<file path="config.mk">
export PLATFORM = sky130hd
export DESIGN_NAME = wait_resume_ctrl
export DESIGN_NICKNAME = d
export VERILOG_FILES = /design/src/rtl/wr_pkg.sv /design/src/rtl/wr_datapath.sv /design/src/rtl/wr_control.sv /design/src/rtl/wait_resume_ctrl.sv
export SDC_FILE = /design/constraint.sdc
export NUM_CORES = 1
export LEC_CHECK = 0
export BUFFER_PORTS_ARGS = -buffer_cell sky130_fd_sc_hd__buf_4
export CAP_MARGIN = 0
export CELL_PAD_IN_SITES_DETAIL_PLACEMENT = 0
export CELL_PAD_IN_SITES_GLOBAL_PLACEMENT = 1
export CORE_AREA = 2 2 77 79
export CTS_CLUSTER_SIZE = 8
export DETAILED_ROUTE_END_ITERATION = 12
export DIE_AREA = 0 0 79 81
export GPL_ROUTABILITY_DRIVEN = 0
export PLACE_DENSITY = 0.67
export SLEW_MARGIN = 30
export SYNTH_ARGS = -nofsm -noshare
export SYNTH_HDL_FRONTEND = slang
export SYNTH_HIERARCHICAL = 1
export SYNTH_SLANG_ARGS = --single-unit
</file>
<file path="constraint.sdc">
create_clock -name clk -period 2.2 [get_ports clk]
set_input_delay 0.55 -clock clk [delete_from_list [all_inputs] [get_ports clk]]
set_output_delay 0.55 -clock clk [all_outputs]
set_load 0.02 [all_outputs]
</file>
<file path="src/rtl/wr_pkg.sv">
package wr_pkg;
  typedef enum logic [0:0] {
    CAUSE_EVENT   = 1'b0,
    CAUSE_TIMEOUT = 1'b1
  } causeE;

  // strobes from control to datapath
  typedef struct packed {
    logic arm;  // capture history, load counter
    logic run;  // suspended: compare, count down
  } wrStrobes;
endpackage

</file>
<file path="src/rtl/wr_datapath.sv">
module wr_datapath
  import wr_pkg::*;
#(
  parameter int SIG_W = 8,
  parameter int CNT_W = 16
) (
  input  logic             clk,
  input  logic             rst,
  input  wrStrobes         strb,
  input  logic [SIG_W-1:0] watchSig,
  input  logic [SIG_W-1:0] senseMask,
  input  logic [SIG_W-1:0] condRefMask,
  input  logic             condUse,
  input  logic             condIn,
  input  logic             timeoutEn,
  input  logic [CNT_W-1:0] timeoutVal,
  output logic             evtHit,
  output logic             tmoHit
);
  localparam logic [CNT_W-1:0] CNT_ZERO = '0;
  localparam logic [CNT_W-1:0] CNT_ONE  = CNT_W'(1);

  logic [SIG_W-1:0] prevSig;
  logic [SIG_W-1:0] effMask;
  logic [SIG_W-1:0] changed;
  logic [CNT_W-1:0] cnt;
  logic             tmoArm;
  logic             condOk;

  always_comb begin
    effMask = (|senseMask) ? senseMask : condRefMask;
    changed = (watchSig ^ prevSig) & effMask;
    condOk  = !condUse || condIn;
    evtHit  = strb.run && (|changed) && condOk;
    tmoHit  = strb.run && tmoArm && (cnt == CNT_ZERO);
  end

  always_ff @(posedge clk) begin
    if (rst) begin
      prevSig <= '0;
      cnt     <= '0;
      tmoArm  <= 1'b0;
    end else if (strb.arm) begin
      prevSig <= watchSig;
      cnt     <= timeoutVal;
      tmoArm  <= timeoutEn;
    end else if (strb.run) begin
      prevSig <= watchSig;
      if (cnt != CNT_ZERO) cnt <= cnt - CNT_ONE;
    end
  end
endmodule

</file>
<file path="src/rtl/wr_control.sv">
module wr_control
  import wr_pkg::*;
(
  input  logic     clk,
  input  logic     rst,
  input  logic     suspendReq,
  input  logic     evtHit,
  input  logic     tmoHit,
  output wrStrobes strb,
  output logic     busy,
  output logic     resumePulse,
  output causeE    resumeCause
);
  typedef enum logic [0:0] {ST_IDLE, ST_WAIT} stateE;
  stateE state;

  always_comb begin
    strb.arm = (state == ST_IDLE) && suspendReq;
    strb.run = (state == ST_WAIT);
    busy     = (state == ST_WAIT);
  end

  always_ff @(posedge clk) begin
    if (rst) begin
      state       <= ST_IDLE;
      resumePulse <= 1'b0;
      resumeCause <= CAUSE_EVENT;
    end else begin
      resumePulse <= 1'b0;
      case (state)
        ST_IDLE: if (suspendReq) state <= ST_WAIT;
        ST_WAIT: if (evtHit || tmoHit) begin
          state       <= ST_IDLE;
          resumePulse <= 1'b1;
          resumeCause <= evtHit ? CAUSE_EVENT : CAUSE_TIMEOUT;
        end
        default: state <= ST_IDLE;
      endcase
    end
  end
endmodule

</file>
<file path="src/rtl/wait_resume_ctrl.sv">
module wait_resume_ctrl
  import wr_pkg::*;
#(
  parameter int SIG_W = 8,
  parameter int CNT_W = 16
) (
  input  logic             clk,
  input  logic             rst,
  input  logic             suspendReq,
  input  logic [SIG_W-1:0] watchSig,
  input  logic [SIG_W-1:0] senseMask,
  input  logic [SIG_W-1:0] condRefMask,
  input  logic             condUse,
  input  logic             condIn,
  input  logic             timeoutEn,
  input  logic [CNT_W-1:0] timeoutVal,
  output logic             busy,
  output logic             resumePulse,
  output logic             resumeCause
);
  wrStrobes strb;
  logic     evtHit;
  logic     tmoHit;
  causeE    causeQ;

  wr_datapath #(.SIG_W(SIG_W), .CNT_W(CNT_W)) u_dp (
    .clk(clk), .rst(rst), .strb(strb), .watchSig(watchSig),
    .senseMask(senseMask), .condRefMask(condRefMask), .condUse(condUse),
    .condIn(condIn), .timeoutEn(timeoutEn), .timeoutVal(timeoutVal),
    .evtHit(evtHit), .tmoHit(tmoHit)
  );

  wr_control u_ctl (
    .clk(clk), .rst(rst), .suspendReq(suspendReq), .evtHit(evtHit),
    .tmoHit(tmoHit), .strb(strb), .busy(busy), .resumePulse(resumePulse),
    .resumeCause(causeQ)
  );

  assign resumeCause = causeQ;
endmodule

</file>
==> qor.txt <==
Outcome -> completed
Hold Buf Count CTS -> 0
Chip width -> 79 um
Worst reg2reg startpoint -> u_dp/cnt[0]
Antenna violations before repair -> 0
Root cell of the clock tree -> clkbuf_8
CTS sink cnt -> 28
CORE AREA -> 5675 um^2
Antenna fix cells -> 0
Yosys cell types -> 45
Seq/Total Area, Yosys -> 34.76%
Initial cell density of the core -> 28.42%
Largest net degree at the start of global routing -> 29
Placed cell areas -> 2056 um^2
P_leak -> 0.8677 nW
Vias in the first global route -> 1357
Synth top area cells -> dfxtp_1, xor2_1, a211oi_1
WL met1 -> 2000 um
Clock skew -> 4.283 ps
Postcts setup bufs -> 0
Pwr dens -> 642.6 nW/um^2
PortBufs -> 48
Critical-path top delay cell -> and4_1
Finished Core Util -> 37.48%
Crit path launch type -> register
Routed vias -> 1506
Post-synth top area share -> 34.76%
1st-iter DRT viols -> 52
DRT Pass-1 Iters -> 4
Max Clock Freq -> 509.4 MHz
Top sig layer -> met4
Reg2reg setup slack -> 240 ps
Vias/cell -> 4.812
Max cap viols -> 0
Hold slack final -> 469.1 ps
Synth Cell Area -> 1613 um^2
Mapped Nets -> 240
Ratio of cells with drive above 1 in the final layout -> 27.73%
CP Max Fanout -> 5
Final hold violations -> 0
#FFs+latches synth -> 28
Io pins -> 49
Hold endpoint -> u_dp/prevSig[3]
WL final -> 3949 um
Setup violators final -> 0
Setup tns final -> 0 ps
Fin area -> 2127 um^2
HPWL after DPL -> 2916 um
Fin nets -> 287
Layout area overhead -> 31.89%
CP required -> 2380 ps
Hold Path Depth -> 2
Fin crit share -> 89.23%
Main synth FF type -> dfxtp_1
R2R cell count -> 7
Worst slew pin tran -> 568.4 ps
Max incr delay on CP -> 410 ps
Count leader, synth -> dfxtp_1
Post-route ant nets -> 0
Max IR drop VDD -> 0.3631 mV
Hold Path Origin -> u_dp/prevSig[3]
Clk slew on worst S/H paths -> 100 ps
RR Endpoint -> u_ctl/busy
Critical path class -> register to register
Post-CTS Resized -> 0
DRC -> 0
Yosys top cell by area -> dfxtp_1
Grt ovf -> 0
H-tree levels -> 1
Routed len/inst -> 12.62 um
Worst min-delay path class -> register to register
Tmin final -> 1963 ps
Final Max Tran Viols -> 0
Syn Inst Count -> 192
EDFF count, synth -> 0
GR Util All Layers -> 12.19%
First-pass GRT wire length -> 6334 um
Clk buf depth -> 2
Met3 WL -> 290 um
DIE AREA -> 6399 um^2
Met2 WL -> 1637 um
Clk Latency, worst-skew pair -> 280 ps
Synthesis warning total -> 6
Die height -> 81 um
Commonest cells post-synth -> dfxtp_1, nor2_1, nand2_1, xor2_1, a21oi_1
Max transition margin -> 61.97%
CTS tree -> done
Critical Path AT -> 2140 ps
Critical path endpoint category -> register
Inserted Clock Buffers -> 3
FP Rows -> 28
RSZ-0062 raised after global routing -> false
Synth Area per Inst -> 8.400 um^2
Critical path, cell by cell -> inv_1 > ha_1 > nor4b_4 > and4_1 > and3_1 > nor3b_2 > o21ba_1
Async SR Flop Fraction -> 0%
-- worst max-delay path: cells and delay by family (launching register included) --
family	cells	cell delay, ps
fa+ha+maj	1	160
buf+inv	1	100
flops	1	340
simple gates	4	1110
compound gates	1	160
-- flip-flops by register name, indices dropped and copies added, names as in the netlist --
name and cells:
u_dp/tmoArm 1, u_dp/cnt 16, u_ctl/busy 1, u_ctl/resumePulse 1, u_dp/prevSig 8, u_ctl/resumeCause 1
-- report_power, final --
part	internal (mW)	total (mW)	leakage (nW)	switching (mW)
Combinational	0.179	0.352	0.600	0.173
Sequential	0.553	0.603	0.232	0.0497
Clock	0.244	0.412	0.0357	0.169
-- how the worst max path moves through the flow --
| stage | endpoint | startpoint | cells after the start | slack, ps |
|---|---|---|---|---|
| 3_5_place_dp | u_ctl/busy | senseMask[4] | 8 | 30 |
| 4_1_cts | u_ctl/resumeCause | u_dp/cnt[0] | 7 | 240 |
| 2_1_floorplan | u_ctl/busy | senseMask[4] | 6 | 250 |
| 6_report | u_ctl/busy | u_dp/cnt[0] | 7 | 240 |
| 3_3_place_gp | u_ctl/busy | senseMask[4] | 8 | 50 |
| 5_1_grt | u_ctl/resumePulse | u_dp/cnt[0] | 7 | 50 |
-- kinds of logic (layout without fill, tap and decap cells) --
family                   count (synthesis)  in the layout  synth area share, %
AND/OR/NAND/NOR                         72             72                26.38
AO/OA/AOI/OAI                           52             52                20.87
flip-flops                              28             28                34.76
XOR/XNOR                                20             20                10.86
buffers and inverters                   15             61                3.723
multiplexers                             3              3                1.862
adder cells (fa/ha/maj)                  2              2                1.551
-- placed cells by master (no fill, tap or decap), types with 2 or more instances in the layout --
cell type  Yosys  layout
buf_4          1      52
dfxtp_1       28      28
nor2_1        23      23
xor2_1        15      15
nand2_1       15      15
a21oi_1       14      14
a211oi_1      12      12
o21ai_1        8       8
nand3_1        6       6
o21ai_0        5       5
nor3_1         5       5
xnor2_1        5       5
inv_1          4       4
clkbuf_8       0       3
and3_1         3       3
nand4_1        3       3
mux2i_1        3       3
a22o_1         2       2
a22oi_1        2       2
and3b_1        2       2
nor4b_2        2       2
ha_1           2       2
-- metrics by stage --
step,cells,setup WS [ps],power (mW)
after floorplan,192,251.2,0.8381
after global placement,309,53.70,0.9678
after detailed placement,309,26.44,0.9669
after CTS,313,236.8,1.386
after global routing,313,54.25,1.444
final,313,236.9,1.367
-- layer usage --
layer | vias up | GRT usage (%)
met5 | - | 0
li1 | 783 | -
met1 | 678 | 16.77
met4 | 0 | 3.103
met3 | 2 | 3.000
met2 | 43 | 19.15
-- area by class of cell --
class / count / area (um^2)
fillers: 615 / 3548
repair buffers: 52 / 390.4
flip-flops and latches: 28 / 560.5
multi-input cells: 149 / 992.2
clock inverters: 1 / 30.03
well taps: 75 / 93.84
clock buffers: 3 / 41.29
inverters: 5 / 18.77
No activity file was read; power rests on OpenSTA's default activity.
